--- config.mk ---
export PLATFORM = sky130hd
export DESIGN_NAME = sync_aligned_link
export DESIGN_NICKNAME = d
export VERILOG_FILES = /design/src/rtl/sal_pkg.sv /design/src/rtl/sal_rx_hunt.sv /design/src/rtl/sal_tx_sync.sv /design/src/rtl/sync_aligned_link.sv
export SDC_FILE = /design/constraint.sdc
export NUM_CORES = 1
export LEC_CHECK = 0
export ABC_CLOCK_PERIOD_IN_PS = 4500
export BUFFER_PORTS_ARGS = -buffer_cell sky130_fd_sc_hd__buf_2
export CELL_PAD_IN_SITES_DETAIL_PLACEMENT = 1
export CELL_PAD_IN_SITES_GLOBAL_PLACEMENT = 1
export CORE_MARGIN = 5
export CORE_UTILIZATION = 46
export CTS_BUF_LIST = sky130_fd_sc_hd__clkbuf_8
export CTS_CLUSTER_DIAMETER = 60
export DETAILED_ROUTE_END_ITERATION = 8
export PLACE_DENSITY = 0.82
export SLEW_MARGIN = 20
export SYNTH_ARGS = -nofsm -noshare
export SYNTH_HDL_FRONTEND = slang
export SYNTH_HIERARCHICAL = 1
export SYNTH_SLANG_ARGS = --single-unit
--- constraint.sdc ---
create_clock -name clk -period 4.5 [get_ports clk]
set_clock_uncertainty 0.05 [all_clocks]
set_input_delay 0.9 -clock clk [delete_from_list [all_inputs] [get_ports clk]]
set_output_delay 0.9 -clock clk [all_outputs]
set_load 0.02 [all_outputs]
--- src/rtl/sal_pkg.sv ---
package sal_pkg;
  typedef enum logic [1:0] {TX_IDLE, TX_WAIT, TX_RUN} tx_state_e;

  // sync size in bits for a size select value
  function automatic logic [4:0] sync_bits(input logic [1:0] sel);
    case (sel)
      2'b00:   return 5'd6;
      2'b01:   return 5'd8;
      default: return 5'd16;
    endcase
  endfunction

  // character length that goes with a size select value
  function automatic logic [4:0] char_bits(input logic [1:0] sel);
    return (sel == 2'b00) ? 5'd6 : 5'd8;
  endfunction
endpackage

--- src/rtl/sal_rx_hunt.sv ---
module sal_rx_hunt import sal_pkg::*; #(
  parameter int SYNC_W = 16,
  parameter int CHAR_W = 8,
  parameter int CNT_W  = 5
) (
  input  logic              clk,
  input  logic              rst,
  input  logic              rx_bit,
  input  logic [SYNC_W-1:0] sync_pat,
  input  logic [1:0]        sync_sel,
  input  logic              hunt_req,
  output logic              hunt,
  output logic              match,
  output logic [CHAR_W-1:0] rx_data,
  output logic              rx_valid
);
  logic [SYNC_W-1:0] win, win_nxt;
  logic [CNT_W-1:0]  slen, clen, bitcnt;
  logic              hit;
  logic [CHAR_W-1:0] char_nxt;

  assign slen    = sync_bits(sync_sel);
  assign clen    = char_bits(sync_sel);
  assign win_nxt = {rx_bit, win[SYNC_W-1:1]};

  // sliding compare of the newest slen bits
  always_comb begin
    hit = 1'b1;
    for (int i = 0; i < SYNC_W; i++) begin
      if (i < int'(slen)) begin
        hit = hit & (win_nxt[SYNC_W - int'(slen) + i] == sync_pat[i]);
      end
    end
  end

  assign match = hunt && !hunt_req && hit;

  always_comb begin
    char_nxt = '0;
    for (int i = 0; i < CHAR_W; i++) begin
      if (i < int'(clen)) char_nxt[i] = win_nxt[SYNC_W - int'(clen) + i];
    end
  end

  always_ff @(posedge clk) begin
    if (rst) begin
      win      <= '0;
      hunt     <= 1'b1;
      bitcnt   <= '0;
      rx_valid <= 1'b0;
      rx_data  <= '0;
    end else begin
      win      <= win_nxt;
      rx_valid <= 1'b0;
      if (hunt_req) begin
        hunt   <= 1'b1;
        bitcnt <= '0;
      end else if (hunt) begin
        if (match) begin
          hunt   <= 1'b0;
          bitcnt <= '0;
        end
      end else if (bitcnt == clen - 1'b1) begin
        rx_valid <= 1'b1;
        rx_data  <= char_nxt;
        bitcnt   <= '0;
      end else begin
        bitcnt <= bitcnt + 1'b1;
      end
    end
  end

  assert_hunt_req_R6: assert property (@(posedge clk) disable iff (rst)
    hunt_req |=> hunt);
  assert_valid_outside_hunt_R5: assert property (@(posedge clk) disable iff (rst)
    rx_valid |-> !hunt);
  assert_valid_pulse_R5: assert property (@(posedge clk) disable iff (rst)
    rx_valid |=> !rx_valid);
  assert_match_leaves_hunt_R2: assert property (@(posedge clk) disable iff (rst)
    match |=> !hunt);
endmodule

--- src/rtl/sal_tx_sync.sv ---
module sal_tx_sync import sal_pkg::*; #(
  parameter int SYNC_W = 16,
  parameter int CNT_W  = 5
) (
  input  logic              clk,
  input  logic              rst,
  input  logic              tx_en,
  input  logic              hunt_req,
  input  logic              match,
  input  logic              idle_ones,
  input  logic [SYNC_W-1:0] sync_pat,
  input  logic [1:0]        sync_sel,
  output logic              tx_bit,
  output logic              running
);
  tx_state_e        state;
  logic [CNT_W-1:0] wcnt, pos, slen, clen;

  assign slen    = sync_bits(sync_sel);
  assign clen    = char_bits(sync_sel);
  assign running = (state == TX_RUN);

  always_comb begin
    if (!tx_en)       tx_bit = 1'b1;
    else if (running) tx_bit = sync_pat[pos];
    else              tx_bit = idle_ones;
  end

  always_ff @(posedge clk) begin
    if (rst) begin
      state <= TX_IDLE;
      wcnt  <= '0;
      pos   <= '0;
    end else if (!tx_en || hunt_req) begin
      state <= TX_IDLE;
    end else begin
      case (state)
        TX_IDLE: if (match) begin
          state <= TX_WAIT;
          wcnt  <= '0;
        end
        TX_WAIT: if (wcnt == clen - 1'b1) begin
          state <= TX_RUN;
          pos   <= '0;
        end else begin
          wcnt <= wcnt + 1'b1;
        end
        TX_RUN: pos <= (pos == slen - 1'b1) ? '0 : pos + 1'b1;
        default: state <= TX_IDLE;
      endcase
    end
  end

  assert_disarm_R7: assert property (@(posedge clk) disable iff (rst)
    !tx_en |=> !running);
  assert_pos_in_pattern_R8: assert property (@(posedge clk) disable iff (rst)
    running |-> (pos < slen));
endmodule

--- src/rtl/sync_aligned_link.sv ---
module sync_aligned_link import sal_pkg::*; #(
  parameter int BYTE_W = 8
) (
  input  logic              clk,
  input  logic              rst,
  input  logic              rx_bit,
  input  logic [BYTE_W-1:0] sync_lo,
  input  logic [BYTE_W-1:0] sync_hi,
  input  logic [1:0]        sync_sel,
  input  logic              idle_ones,
  input  logic              tx_en,
  input  logic              hunt_req,
  output logic              tx_bit,
  output logic [BYTE_W-1:0] rx_data,
  output logic              rx_valid,
  output logic              hunt
);
  localparam int SYNC_W = 2 * BYTE_W;
  localparam int CNT_W  = $clog2(SYNC_W + 1);

  logic [SYNC_W-1:0] sync_pat;
  logic              match, tx_running;

  assign sync_pat = {sync_hi, sync_lo};

  sal_rx_hunt #(.SYNC_W(SYNC_W), .CHAR_W(BYTE_W), .CNT_W(CNT_W)) u_rx (
    .clk(clk), .rst(rst), .rx_bit(rx_bit), .sync_pat(sync_pat),
    .sync_sel(sync_sel), .hunt_req(hunt_req), .hunt(hunt), .match(match),
    .rx_data(rx_data), .rx_valid(rx_valid)
  );

  sal_tx_sync #(.SYNC_W(SYNC_W), .CNT_W(CNT_W)) u_tx (
    .clk(clk), .rst(rst), .tx_en(tx_en), .hunt_req(hunt_req), .match(match),
    .idle_ones(idle_ones), .sync_pat(sync_pat), .sync_sel(sync_sel),
    .tx_bit(tx_bit), .running(tx_running)
  );

  assert_start_aligned_R4: assert property (@(posedge clk) disable iff (rst)
    $rose(tx_running) |-> rx_valid);
  assert_idle_fill_R3: assert property (@(posedge clk) disable iff (rst)
    (hunt && tx_en) |-> (tx_bit == idle_ones));
endmodule

==> flow_summary.json <==
{
  "fmaxAchievable_ghz": 0.271,
  "wl_per_cell_um": 19.1,
  "total_power_mw": 0.782,
  "max_stage_delay_ns": 0.49,
  "cts.clk_slew.worst_paths_ns": 0.09,
  "grt_pass1_vias": 2718,
  "setup.worst_path.end_class": "flop",
  "start_kind": "input port",
  "synthCells": 318,
  "drcViolationCount": 0,
  "cp_common_cell": "o31ai_1",
  "area_delta_synth_final_pct": 8.22,
  "gp_congestion": 0.899,
  "diodes": 0,
  "required_ns": 4.64,
  "start_util": 0.466,
  "maxSlewHeadroom": 0.540,
  "multiInputGateArea_mm2": 0.00186,
  "critPathSlowestCell": "nor4_1",
  "design_area_mm2": 0.00315,
  "cts_root_buf": "clkbuf_8",
  "dieArea_mm2": 0.00801,
  "core-area_mm2": 0.00624,
  "cts_setup_buffers": 0,
  "n_fill_cell": 755,
  "setup-violations-final": 0,
  "grt_pass1_wl_um": 13400,
  "grt_usage": 0.215,
  "tns_ns": 0,
  "viasPerCell": 6.07,
  "synth_top_flop_cell": "dfxtp_1",
  "hold_class": "reg -> reg",
  "min-delay-start": "u_rx/rx_data[7]",
  "yosysUniqueCellTypes": 63,
  "portBuffers": 34,
  "reg2reg_to": "u_tx/wcnt[4]",
  "ys_warn_count": 6,
  "path_cells": "buf_2, nor2_8, clkinv_1, ha_1, nand2_1, a211o_1, o2111ai_1, nor4_1, nand3_1, inv_1, mux2i_1, o21a_1, o31ai_1, o31ai_1",
  "synthMuxAreaShare": 0.0934,
  "power_density_mw_per_mm2": 249,
  "vias": 2560,
  "place_ws_ns": 0.548,
  "holdWs_ns": 0.425,
  "antenna_found_initial": 0,
  "final_cell_mix": "42 x dfxtp_1, 34 x buf_2, 33 x nand2_1, 22 x nor2b_1, 17 x mux2i_1",
  "syn-cell-area_mm2": 0.00291,
  "timing.reg2reg.setup_slack_ns": 1.76,
  "overflow": 0,
  "synth_edf_count": 0,
  "htreeDepth": 2,
  "worst_slew_pin_slew_ns": 0.690,
  "r2r_start": "u_rx/win[3]",
  "cts_buffers": 5,
  "rr_worst_depth": 10,
  "grt_max_degree": 37,
  "ys_ff_latch": 42,
  "path_buf_inv": 3,
  "cts_resized": 0,
  "fp.dieH_um": 89.5,
  "critPathMaxFanout": 22,
  "min_period_over_period": 0.821,
  "core.rowCount": 29,
  "antenna_left": 0,
  "holdPathEnd": "u_rx/rx_data[7]",
  "synth-seq-area-share": 0.289,
  "clk_latency_ns": 0.30,
  "cp_top_family": "simple AND/OR/NAND/NOR gates",
  "maxCapViolCount": 0,
  "peakVddDrop_mv": 0.132,
  "final_common_cell": "dfxtp_1",
  "drt_pass1_iterations": 4,
  "ctsHoldBuffers": 0,
  "fin_util": 0.504,
  "synth_area_per_cell_um2": 9.14,
  "fin_crit_ns": 3.70,
  "postPlaceCellArea_mm2": 0.00303,
  "slew_violations": 0,
  "critPathArrivalTime_ns": 3.83,
  "syn_nets": 352,
  "cellLeakagePower_nw": 1.19,
  "final_layout_size_suffix_gt1_frac": 0.188,
  "synth-compound-area-share": 0.203,
  "die_x_um": 89.5,
  "finalNetCount": 378,
  "seqCellArea_um2": 841,
  "ioPinCount": 35,
  "yosys.area_share.simple": 0.242,
  "clock_path_buffers": 2,
  "finalHoldViolations": 0,
  "hold_depth": 2,
  "async_flop_share": 0,
  "layoutNonFillerInstCount": 422,
  "cts_tree": "built",
  "synth_xor_area_frac": 0.0594,
  "wl_um": 8050,
  "cts.sinks": 42,
  "rsz0062_at_grt": "no",
  "run_status": "completed",
  "synth_top_family_by_area": "simple AND/OR/NAND/NOR gates",
  "synth_fa_ha_area_frac": 0.0430,
  "post-dp-hpwl_um": 5840,
  "dp_cells": 414,
  "drtIter0Drc": 114,
  "worstSetupPathType": "in -> reg",
  "layout_setup_ws_ns": 0.805
}
[worst min-delay path, delay by kind of cell, from the launching register on]
kind	cells	cell delay [ns]
DFF	1	0.32
and+or+nand+nor	1	0.06
AOI/OAI and AO/OA	1	0.05
[synth_stat cells, types with 7 or more instances]
master | instances | area share
ha_1 | 10 | 0.043
nor2b_1 | 22 | 0.047
xor2_1 | 11 | 0.033
o21ai_0 | 10 | 0.017
nand2b_1 | 11 | 0.024
dfxtp_1 | 42 | 0.29
nor2_1 | 11 | 0.014
inv_1 | 13 | 0.017
mux2i_1 | 17 | 0.059
nand3_1 | 10 | 0.017
a211oi_1 | 7 | 0.018
nand2_1 | 33 | 0.043
a21oi_1 | 7 | 0.012
[per-layer routing]
metal | share of wire | GRT usage | wire [µm] | vias up
li1 | - | - | - | 1217
met1 | 0.45 | 0.265 | 3590 | 1268
met2 | 0.49 | 0.378 | 3970 | 65
met3 | 0.046 | 0.0406 | 369 | 10
met4 | 0.014 | 0.0677 | 112 | 0
met5 | 0 | 0 | 0 | -
[registers in the layout (all words and copies together), names as in the netlist]
signal	flops
u_rx/bitcnt	5
u_rx/hunt	1
u_rx/rx_data	8
u_rx/rx_valid	1
u_rx/win	15
u_tx/pos	5
u_tx/state	2
u_tx/wcnt	5
[report_power, final]
| part | switching (mW) | internal, mW |
|---|---|---|
| clock | 0.146 | 0.165 |
| combinational | 0.0567 | 0.0378 |
| sequential | 0.00295 | 0.373 |
| total | 0.206 | 0.576 |
[kinds of logic after synthesis]
family,Yosys count
simple gates,121
compound gates,74
flops,42
buf+inv,30
mux,23
xor+xnor,18
fa+ha+maj,10
[worst max-delay path by stage]
| stage | end | startpoint | slack (ns) | depth (start not counted) |
|---|---|---|---|---|
| global placement | u_tx/wcnt[4] | sync_sel[0] | 0.69 | 14 |
| CTS | u_tx/wcnt[4] | sync_sel[0] | 0.83 | 14 |
| finish | u_tx/wcnt[4] | sync_sel[0] | 0.80 | 14 |
| detailed placement | u_tx/wcnt[4] | sync_sel[0] | 0.55 | 14 |
| floorplan | u_tx/wcnt[3] | sync_sel[0] | 1.07 | 15 |
| global route | u_tx/wcnt[3] | sync_sel[0] | 0.48 | 14 |
[area by class of cell]
class | count | share of cell area
inverter | 14 | 0.0167
clock buffer | 5 | 0.0219
timing repair buffer | 35 | 0.0565
tap | 77 | 0.0306
sequential | 42 | 0.267
clock inverter | 3 | 0.0143
multi-input combinational | 246 | 0.593
Note: power is estimated with default switching activity, not from simulation.
